==> config.mk <==
export PLATFORM = sky130hd
export DESIGN_NAME = lpddr_init_seq
export DESIGN_NICKNAME = d
export VERILOG_FILES = /design/src/rtl/lpddr_init_pkg.sv /design/src/rtl/lpddr_init_timer.sv /design/src/rtl/lpddr_init_fsm.sv /design/src/rtl/lpddr_init_cmdgen.sv /design/src/rtl/lpddr_init_seq.sv
export SDC_FILE = /design/constraint.sdc
export NUM_CORES = 1
export LEC_CHECK = 0
export CAP_MARGIN = 20
export CORE_MARGIN = 2
export CORE_UTILIZATION = 35
export DETAILED_ROUTE_END_ITERATION = 10
export GPL_TIMING_DRIVEN = 0
export PLACE_DENSITY = 0.79
export SYNTH_ARGS = -nofsm -noshare
export SYNTH_HDL_FRONTEND = slang
export SYNTH_SLANG_ARGS = --single-unit
==> constraint.sdc <==
create_clock -name clk -period 2.69 [get_ports clk]
set_input_delay 0.538 -clock clk [delete_from_list [all_inputs] [get_ports clk]]
set_output_delay 0.538 -clock clk [all_outputs]
set_load 0.01 [all_outputs]
==> src/rtl/lpddr_init_pkg.sv <==
`timescale 1ns/1ps
package lpddr_init_pkg;

  typedef enum logic [2:0] {
    CMD_NOP  = 3'd0,
    CMD_PRE  = 3'd1,
    CMD_REF  = 3'd2,
    CMD_MRS  = 3'd3,
    CMD_ACT  = 3'd4
  } mem_cmd_e;

  typedef enum logic [3:0] {
    S_IDLE, S_PWR, S_CKE, S_PRE, S_RP,
    S_REF1, S_RFC1, S_REF2, S_RFC2,
    S_MRS,  S_MRD1, S_EMRS, S_MRD2, S_DONE
  } init_state_e;

  // Pack burst length, burst type and latency into the low mode bits.
  function automatic logic [6:0] mode_field(input logic [2:0] blen,
                                            input logic       btype,
                                            input logic [2:0] clat);
    return {clat, btype, blen};
  endfunction

endpackage

==> src/rtl/lpddr_init_timer.sv <==
`timescale 1ns/1ps
module lpddr_init_timer #(
  parameter int CNT_W = 16
) (
  input  logic             clk,
  input  logic             rst_n,
  input  logic             load,
  input  logic [CNT_W-1:0] load_val,
  output logic             zero
);

  logic [CNT_W-1:0] cnt_q;
  logic [CNT_W-1:0] cnt_d;
  logic             cnt_en;

  always_comb begin
    cnt_en = load | (cnt_q != '0);
    cnt_d  = load ? load_val : (cnt_q - 1'b1);
  end

  always_ff @(posedge clk or negedge rst_n) begin
    if (!rst_n) begin
      cnt_q <= '0;
    end else if (cnt_en) begin
      cnt_q <= cnt_d;
    end
  end

  assign zero = (cnt_q == '0);

endmodule

==> src/rtl/lpddr_init_fsm.sv <==
`timescale 1ns/1ps
module lpddr_init_fsm
  import lpddr_init_pkg::*;
#(
  parameter int T_PWR = 20000,
  parameter int T_RP  = 3,
  parameter int T_RFC = 8,
  parameter int T_MRD = 2,
  parameter int CNT_W = 16
) (
  input  logic             clk,
  input  logic             rst_n,
  input  logic             pwr_ok,
  input  logic             tmr_zero,
  output init_state_e      state_q,
  output logic             tmr_load,
  output logic [CNT_W-1:0] tmr_val
);

  // The power hold counts every cycle it spends in its own state.
  // Waits after a command also count the command cycle itself.
  localparam logic [CNT_W-1:0] LD_PWR = CNT_W'(T_PWR - 1);
  localparam logic [CNT_W-1:0] LD_RP  = CNT_W'(T_RP  - 2);
  localparam logic [CNT_W-1:0] LD_RFC = CNT_W'(T_RFC - 2);
  localparam logic [CNT_W-1:0] LD_MRD = CNT_W'(T_MRD - 2);

  init_state_e state_d;

  always_comb begin
    state_d = state_q;
    case (state_q)
      S_IDLE:  if (pwr_ok)   state_d = S_PWR;
      S_PWR:   if (tmr_zero) state_d = S_CKE;
      S_CKE:                 state_d = S_PRE;
      S_PRE:                 state_d = S_RP;
      S_RP:    if (tmr_zero) state_d = S_REF1;
      S_REF1:                state_d = S_RFC1;
      S_RFC1:  if (tmr_zero) state_d = S_REF2;
      S_REF2:                state_d = S_RFC2;
      S_RFC2:  if (tmr_zero) state_d = S_MRS;
      S_MRS:                 state_d = S_MRD1;
      S_MRD1:  if (tmr_zero) state_d = S_EMRS;
      S_EMRS:                state_d = S_MRD2;
      S_MRD2:  if (tmr_zero) state_d = S_DONE;
      S_DONE:                state_d = S_DONE;
      default:               state_d = S_IDLE;
    endcase
  end

  always_comb begin
    tmr_load = (state_d != state_q);
    case (state_d)
      S_PWR:           tmr_val = LD_PWR;
      S_RP:            tmr_val = LD_RP;
      S_RFC1, S_RFC2:  tmr_val = LD_RFC;
      S_MRD1, S_MRD2:  tmr_val = LD_MRD;
      default:         tmr_val = '0;
    endcase
  end

  always_ff @(posedge clk or negedge rst_n) begin
    if (!rst_n) begin
      state_q <= S_IDLE;
    end else begin
      state_q <= state_d;
    end
  end

endmodule

==> src/rtl/lpddr_init_cmdgen.sv <==
`timescale 1ns/1ps
module lpddr_init_cmdgen
  import lpddr_init_pkg::*;
#(
  parameter int ADDR_W = 13,
  parameter int BA_W   = 2
) (
  input  init_state_e       state_q,
  input  logic [2:0]        cfg_burst_len,
  input  logic              cfg_burst_type,
  input  logic [2:0]        cfg_cas_lat,
  input  logic [ADDR_W-1:0] cfg_ext_word,
  input  logic [2:0]        host_cmd,
  input  logic [ADDR_W-1:0] host_addr,
  input  logic [BA_W-1:0]   host_ba,
  input  logic              host_dq_oe,
  output logic              cke,
  output logic [2:0]        cmd,
  output logic [ADDR_W-1:0] addr,
  output logic [BA_W-1:0]   ba,
  output logic              dq_oe,
  output logic              done
);

  localparam int ALL_BANK_BIT = 10;
  localparam logic [ADDR_W-1:0] PRE_ALL_WORD = ADDR_W'(1) << ALL_BANK_BIT;
  localparam logic [BA_W-1:0]   EXT_BANK     = BA_W'(2);

  logic [ADDR_W-1:0] mode_word;

  assign mode_word = ADDR_W'(mode_field(cfg_burst_len, cfg_burst_type, cfg_cas_lat));

  always_comb begin
    cke   = 1'b1;
    cmd   = CMD_NOP;
    addr  = '0;
    ba    = '0;
    dq_oe = 1'b0;
    done  = 1'b0;
    case (state_q)
      S_IDLE, S_PWR: cke = 1'b0;
      S_PRE: begin
        cmd  = CMD_PRE;
        addr = PRE_ALL_WORD;
      end
      S_REF1, S_REF2: cmd = CMD_REF;
      S_MRS: begin
        cmd  = CMD_MRS;
        addr = mode_word;
      end
      S_EMRS: begin
        cmd  = CMD_MRS;
        addr = cfg_ext_word;
        ba   = EXT_BANK;
      end
      S_DONE: begin
        cmd   = host_cmd;
        addr  = host_addr;
        ba    = host_ba;
        dq_oe = host_dq_oe;
        done  = 1'b1;
      end
      default: ;
    endcase
  end

endmodule

==> src/rtl/lpddr_init_seq.sv <==
`timescale 1ns/1ps
module lpddr_init_seq
  import lpddr_init_pkg::*;
#(
  parameter int ADDR_W = 13,
  parameter int BA_W   = 2,
  parameter int T_PWR  = 20000,
  parameter int T_RP   = 3,
  parameter int T_RFC  = 8,
  parameter int T_MRD  = 2
) (
  input  logic              clk,
  input  logic              rst_n,
  input  logic              pwr_ok,
  input  logic [2:0]        cfg_burst_len,
  input  logic              cfg_burst_type,
  input  logic [2:0]        cfg_cas_lat,
  input  logic [ADDR_W-1:0] cfg_ext_word,
  input  logic [2:0]        host_cmd,
  input  logic [ADDR_W-1:0] host_addr,
  input  logic [BA_W-1:0]   host_ba,
  input  logic              host_dq_oe,
  output logic              cke,
  output logic [2:0]        cmd,
  output logic [ADDR_W-1:0] addr,
  output logic [BA_W-1:0]   ba,
  output logic              dq_oe,
  output logic              init_done
);

  localparam int MAX_T = (T_PWR > T_RFC) ? T_PWR : T_RFC;
  localparam int CNT_W = $clog2(MAX_T + 1);
  localparam int SYNC_STAGES = 2;

  logic [SYNC_STAGES-1:0] rst_sync_q;
  logic                   rst_int_n;
  init_state_e            state_q;
  logic                   tmr_load;
  logic [CNT_W-1:0]       tmr_val;
  logic                   tmr_zero;

  // Assertion takes effect at once; release waits for two clock edges.
  always_ff @(posedge clk or negedge rst_n) begin
    if (!rst_n) begin
      rst_sync_q <= '0;
    end else begin
      rst_sync_q <= {rst_sync_q[SYNC_STAGES-2:0], 1'b1};
    end
  end
  assign rst_int_n = rst_sync_q[SYNC_STAGES-1];

  lpddr_init_timer #(.CNT_W(CNT_W)) timer_i (
    .clk      (clk),
    .rst_n    (rst_int_n),
    .load     (tmr_load),
    .load_val (tmr_val),
    .zero     (tmr_zero)
  );

  lpddr_init_fsm #(
    .T_PWR (T_PWR), .T_RP (T_RP), .T_RFC (T_RFC), .T_MRD (T_MRD), .CNT_W (CNT_W)
  ) fsm_i (
    .clk      (clk),
    .rst_n    (rst_int_n),
    .pwr_ok   (pwr_ok),
    .tmr_zero (tmr_zero),
    .state_q  (state_q),
    .tmr_load (tmr_load),
    .tmr_val  (tmr_val)
  );

  lpddr_init_cmdgen #(.ADDR_W(ADDR_W), .BA_W(BA_W)) cmdgen_i (
    .state_q        (state_q),
    .cfg_burst_len  (cfg_burst_len),
    .cfg_burst_type (cfg_burst_type),
    .cfg_cas_lat    (cfg_cas_lat),
    .cfg_ext_word   (cfg_ext_word),
    .host_cmd       (host_cmd),
    .host_addr      (host_addr),
    .host_ba        (host_ba),
    .host_dq_oe     (host_dq_oe),
    .cke            (cke),
    .cmd            (cmd),
    .addr           (addr),
    .ba             (ba),
    .dq_oe          (dq_oe),
    .done           (init_done)
  );

endmodule

==> run summary, run 1 <==
Crit Path Category: register to output port
Total Nets Final: 287
Finished Layout Cells: 293
DPL Wire Length: 3.44 mm
Avg WL per Cell: 15.4 um
Tightest Pin Transition: 0.763 ns
Hold-fix buffers, CTS: 0
CP Launch Type: register
Post-synth ARST share: 100%
Post-synthesis area per instance: 8.61 um2
Slew HR: 49.1%
CP endpoint kind: output port
RSZ-0062 raised after global routing: no
Static Leakage: 0.928 nW
Initial antenna violation count: 0
Final Max Slew Viols: 0
Worst hold slack: 0.318 ns
Height of the die: 69.6 um
CTS tree: yes
Routed via count: 1,611
I/O pin count: 63
Synth-to-Final Area Change: 51.5%
Final worst slack: 0.117 ns
Largest net degree at the start of global routing: 20
Final setup fails: 0
Setup TNS Final: 0 ns
Cell at the root of the clock tree: clkbuf_8
CTS Buf Count: 3
Status: finished, final reports clean
Crit path arrival time: 2.04 ns
Yosys warnings: 0
Highest Clock Rate: 389 MHz
Vias per Instance: 5.50
IO buf count: 62
Post-Syn Area: 1510 um2
First-pass GRT wire length: 7.56 mm
Post-route minimum period: 2.57 ns
Hold Fails Final Rpt: 0
Vias in the first global route: 1,512
Die W: 69.6 um
# rows: 23
Final Skew: 0.00685 ns
DIE AREA: 4840 um2
Mapped Cells: 175
H-Tree Depth: 1
Top cell type's share of synthesized area: 34.9%
Worst hold path type: register to async pin
Worst-skew pair later-pin latency: 0.27 ns
Max Root-Sink Buffers: 2
ANT nets after route: 0
Cell taking the most area after synthesis: dfrtp_1
MaxCap Viol Count: 0
Layout cells sized above 1: 10.7%
Sink Count: 21
Ant diodes: 0
Netlist cell types: 50
CP Max Fanout: 12
Post-synthesis net count: 218
Seq/Total Area, Yosys: 34.9%
Core area: 4060 um2
Placed cells: 287
Worst vdd ir: 0.387 mV
Total GRT Usage: 18.9%
Routed WL: 4.53 mm
Synth Register Bits: 21
Commonest register cell after synthesis: dfrtp_1
Pre-CTS WS: -0.293 ns
Dominant cells by area after synthesis: dfrtp_1 35%, a21oi_1 5.3%, a222oi_1 4.7%
Clk pin slew, worst setup/hold paths: 0.08 ns
EDFF count, synth: 0
Initial Util: 37.1%
Total gr overflow: 0
Power per cell area: 402 nW/um2
Placer's final routability congestion estimate: 0.857
DR iter-0 viols: 92
Drt pass-1 iters: 4
Remaining DRCs: 0
Critical path data required time: 2.15 ns
Part of the cycle the worst path needs: 95.7%
per-layer routing:
layer / GRT usage, % / vias to the layer above / share of wire, %
met2: 34.0 / 36 / 53
met5: 0 / - / 0
met1: 23.8 / 764 / 43
met4: 5.66 / 0 / 1.3
li1: - / 806 / -
met3: 1.89 / 5 / 3.3
cell families (layout without fill, tap and decap cells):
family / count (synthesis) / count (layout) / synth area share [%]
flops: 21 / 21 / 34.9
simple gates: 61 / 61 / 23.6
other cells: 1 / 1 / 0.249
compound gates: 59 / 59 / 28.3
xor+xnor: 8 / 8 / 4.65
fa+ha+maj: 1 / 1 / 0.830
buf+inv: 22 / 90 / 5.81
mux: 2 / 2 / 1.66
through the flow:
stage	area, um2	power, W	utilization, %
floorplan	1510	0.000598	-
global placement	2190	0.000693	54.0
finish	2280	0.000917	56.2
detailed placement	2190	0.000707	54.0
CTS	2250	0.000921	55.5
global route	2280	0.000978	56.2
registers in the layout, indices dropped and copies added, names as in the netlist:
register / count
fsm_i.state_q: 4
timer_i.cnt_q: 15
rst_sync_q: 2
critical path, stage by stage, from the launching register on:
cell and delay, ns:
dfrtp_2 0.48, nand2b_1 0.23, nor2_4 0.17, buf_4 0.19, a22o_1 0.14, clkdlybuf4s50_1 0.55
where the power goes:
group	leakage, nW	internal (W)	switching (W)	total (W)
Combinational	0.656	0.000153	0.0000962	0.000249
Sequential	0.246	0.000374	0.0000869	0.000461
Clock	0.0255	0.000103	0.000104	0.000207
Total	0.928	0.000630	0.000287	0.000917
worst paths after layout:
path / slack (ns) / from / cells after the start / to
worst max-delay path: 0.12 / fsm_i.state_q[2] / 5 / addr[11]
worst min-delay path: 0.32 / rst_sync_q[1] / 0 / timer_i.cnt_q[8]
worst max register to register: 0.20 / timer_i.cnt_q[0] / 8 / timer_i.cnt_q[0]
worst min register to register: 0.32 / rst_sync_q[1] / 0 / timer_i.cnt_q[8]
max in group asynchronous: 1.84 / rst_sync_q[1] / 0 / fsm_i.state_q[2]
min in group clk: 0.35 / rst_sync_q[0] / 0 / rst_sync_q[1]
cell usage after synthesis, drive strengths merged, types with 2 or more instances:
cell type	instances
nor2	11
clkbuf	6
dfrtp	21
xnor2	4
nand2	10
xor2	4
nand2b	5
a31oi	3
nor4	4
a222oi	7
nor3b	3
a22o	5
or3	2
inv	13
nand4b	2
o41ai	2
nand3	4
nor3	4
o21ai	8
and2	3
a21oi	16
o22ai	2
o31ai	5
or4	8
buf	3
a21o	3
final cells by class:
cell class                      count  area [um2]
Fill cell                         370        1780
Clock buffer                        3        41.3
Timing Repair Buffer               65         638
Sequential cell                    21         527
Multi-Input combinational cell    132         913
Inverter                           13        48.8
Clock inverter                      1        5.00
Tap cell                           50        62.6
Buffer                              8        46.3
layout by cell type, fill, tap and decap left out, types with 4 or more instances in the layout:
cell type,instances
nand2_1,9
nor2_1,8
xor2_1,4
or4_1,7
xnor2_1,4
buf_4,5
nor3_1,4
clkdlybuf4s50_1,58
nand2b_1,5
dlygate4sd2_1,4
a21oi_1,16
a22o_1,5
a222oi_1,7
o31ai_1,5
dfrtp_1,20
o21ai_0,6
inv_1,13
nand3_1,4
what timing repair did:
| action | CTS | global route |
|---|---|---|
| pin swaps | 0 | 1 |
| buffers inserted | 0 | 3 |
| setup endpoints to repair | 17 | 9 |
| resized for setup | 15 | 4 |
No activity file was read; power rests on OpenSTA's default activity.
==> inputs of run 2 (changes only) <==
Settings changed: CTS_BUF_LIST set to sky130_fd_sc_hd__clkbuf_2 sky130_fd_sc_hd__clkbuf_4 sky130_fd_sc_hd__clkbuf_8.
==> results of run 2 <==
Same layout as run 1: the final DEF is identical, and so are final timing and power.
==> inputs of run 3 (changes only) <==
--- a/config.mk
+++ b/config.mk
@@ -9,5 +9,4 @@
 export CORE_MARGIN = 2
 export CORE_UTILIZATION = 35
-export CTS_BUF_LIST = sky130_fd_sc_hd__clkbuf_2 sky130_fd_sc_hd__clkbuf_4 sky130_fd_sc_hd__clkbuf_8
 export DETAILED_ROUTE_END_ITERATION = 10
 export GPL_TIMING_DRIVEN = 0
==> constraint.sdc (replaced) <==
create_clock -name clk -period 2.69 [get_ports clk]
set_input_delay 0.538 -clock clk [delete_from_list [all_inputs] [get_ports clk]]
set_output_delay 0.538 -clock clk [all_outputs]
set_load 0.02 [all_outputs]
==> run 3 against run 2 <==
Compared with the run above:
- flip-flop and latch count stayed put
- first-iteration DRC count is 18% lower
- combinational power hardly changed
- largest cell class unchanged
- non-clock buffer count is 1 lower
==> run summary, run 3 (synthesized netlist as in run 1, its figures left out) <==
Placer's final routability congestion estimate: 0.857 (unchanged)
CP Max Fanout: 10 (-2)
DIE AREA: 4840 um2 (unchanged)
Final setup fails: 0 (unchanged)
H-Tree Depth: 1 (unchanged)
CTS tree: yes
Worst-skew pair later-pin latency: 0.27 ns (about the same)
Total gr overflow: 0 (unchanged)
Setup TNS Final: 0 ns (unchanged)
Highest Clock Rate: 390 MHz (+0.34%)
Crit path arrival time: 2.03 ns (about the same)
Final Skew: 0.00779 ns (+0.000936 ns)
Crit-path slowest cell: clkdlybuf4s50_1
Fin area: 2270 um2 (-0.33%)
MaxCap Viol Count: 0 (unchanged)
Vias per Instance: 5.53 (+0.65%)
Core area: 4060 um2 (unchanged)
# rows: 23 (unchanged)
Max Root-Sink Buffers: 2 (unchanged)
Clk pin slew, worst setup/hold paths: 0.08 ns (about the same)
Largest register FFs: 15 (unchanged)
GR peak layer: met2
Part of the cycle the worst path needs: 95.3% (-0.33 points)
Sink Count: 21 (unchanged)
Critical path data required time: 2.15 ns (about the same)
DR iter-0 viols: 75 (-18%)
ANT nets after route: 0 (unchanged)
Met1 Usage GRT: 23.8% (unchanged)
DPL Wire Length: 3.44 mm (unchanged)
Initial antenna violation count: 0 (unchanged)
First-pass GRT wire length: 7.56 mm (unchanged)
CP Launch Type: register
Total GRT Usage: 18.9% (unchanged)
Finished Core Util: 56.1% (-0.19 points)
Die W: 69.6 um (unchanged)
Drt pass-1 iters: 6 (+2)
Cell at the root of the clock tree: clkbuf_8
CP max stage delay: 0.63 ns (+0.08 ns)
Top reg by flops: timer_i.cnt_q
Initial Util: 37.1% (unchanged)
Synth-to-Final Area Change: 51.0%
Layout cells sized above 1: 10.3% (-0.37 points)
Worst hold path type: register to async pin
Slew HR: 47.8% (-1.4 points)
Static Leakage: 1.01 nW (+8.6%)
Hold Fails Final Rpt: 0 (unchanged)
Pre-CTS WS: -0.361 ns (-0.0677 ns)
IO buf count: 62 (unchanged)
Ant diodes: 0 (unchanged)
Total Nets Final: 286 (-0.35%)
Power per cell area: 404 nW/um2 (+0.55%)
CP endpoint kind: output port
Remaining DRCs: 0 (unchanged)
Largest registers: timer_i.cnt_q (15), fsm_i.state_q (4), rst_sync_q (2)
Hold-fix buffers, CTS: 0 (unchanged)
Met3 Usage GRT: 1.89% (unchanged)
Largest net degree at the start of global routing: 20 (unchanged)
Final worst slack: 0.126 ns (+0.00877 ns)
Placed inst area: 2190 um2 (unchanged)
Routed via count: 1,616 (+0.31%)
Most frequent cells in the layout: 49 x clkdlybuf4s50_1, 20 x dfrtp_1, 16 x a21oi_1
Vias in the first global route: 1,512 (unchanged)
Worst vdd ir: 0.387 mV (about the same)
Status: finished, final reports clean
Crit Path Category: register to output port
CTS Buf Count: 3 (unchanged)
Avg WL per Cell: 15.5 um (about the same)
Post-route minimum period: 2.56 ns (-0.00877 ns)
Height of the die: 69.6 um (unchanged)
I/O pin count: 63 (unchanged)
Worst-path cell chain: clkbuf_1 -> o21ai_0 -> a21oi_1 -> clkdlybuf4s50_1
GR met2 Demand/Resource: 34.0% (unchanged)
RSZ-0062 raised after global routing: no
Final Max Slew Viols: 0 (unchanged)
Routed WL: 4.51 mm (-0.27%)
Overall power: 0.000919 W (+0.22%)
Most common cell after layout, fill and taps aside: clkdlybuf4s50_1
Tightest Pin Transition: 0.784 ns (+0.0205 ns)
## run 3: cell count changes in the layout (fill, tap and decap cells not counted)
cell and change:
clkdlybuf4s50_1 -9, dlygate4sd2_1 +6, dlymetal6s2s_1 +3, buf_4 -2, clkbuf_4 +1
## run 3: metal layers
| layer | wire length, um | vias to the layer above |
|---|---|---|
| li1 | - | 803 |
| met1 | 1930 | 766 |
| met2 | 2360 | 42 |
| met3 | 164 | 5 |
| met4 | 57 | 0 |
| met5 | 0 | - |
## run 3: area by class of cell
| cell class | count | area [um2] |
|---|---|---|
| repair buffers | 64 | 631 |
| well taps | 50 | 62.6 |
| flip-flops and latches | 21 | 527 |
| plain buffers | 8 | 46.3 |
| fillers | 369 | 1780 |
| multi-input cells | 132 | 913 |
| clock inverters | 1 | 5.00 |
| inverters | 13 | 48.8 |
| clock buffers | 3 | 41.3 |
## run 3: per-stage QoR
step                      instances  hold slack [ns]
final                           292            0.328
after global routing            292            0.358
after CTS                       290            0.351
after detailed placement        287            0.337
after global placement          287            0.333
after floorplan                 175            0.240
## run 3: timing repair
item                       4_1_cts  5_1_grt
pin swaps                        0        3
gates cloned                     0        0
buffers inserted                 0        2
hold endpoints to repair         0        0
setup endpoints to repair       18        9
gates resized for setup         21        5
## run 3: final timing paths
check,from,end,slack [ns],cells after the start
max in group asynchronous,rst_sync_q[1],fsm_i.state_q[2],1.81,0
hold / removal,rst_sync_q[1],timer_i.cnt_q[12],0.33,0
setup / recovery,fsm_i.state_q[3],cmd[0],0.13,4
setup reg to reg,timer_i.cnt_q[0],timer_i.cnt_q[0],0.20,8
min in group clk,rst_sync_q[0],rst_sync_q[1],0.35,0
hold reg to reg,rst_sync_q[1],timer_i.cnt_q[12],0.33,0
## run 3: critical path: cells and delay by family (launching register included)
| kind | cells | cell delay, ns |
|---|---|---|
| buf+inv | 2 | 1.03 |
| flops | 1 | 0.45 |
| compound gates | 2 | 0.29 |
## run 3: report_power, final
part | internal (W) | leakage [nW] | total (W) | switching (W)
sequential | 0.000374 | 0.246 | 0.000460 | 0.0000866
clock | 0.000103 | 0.0255 | 0.000208 | 0.000104
combinational | 0.000153 | 0.736 | 0.000251 | 0.0000982
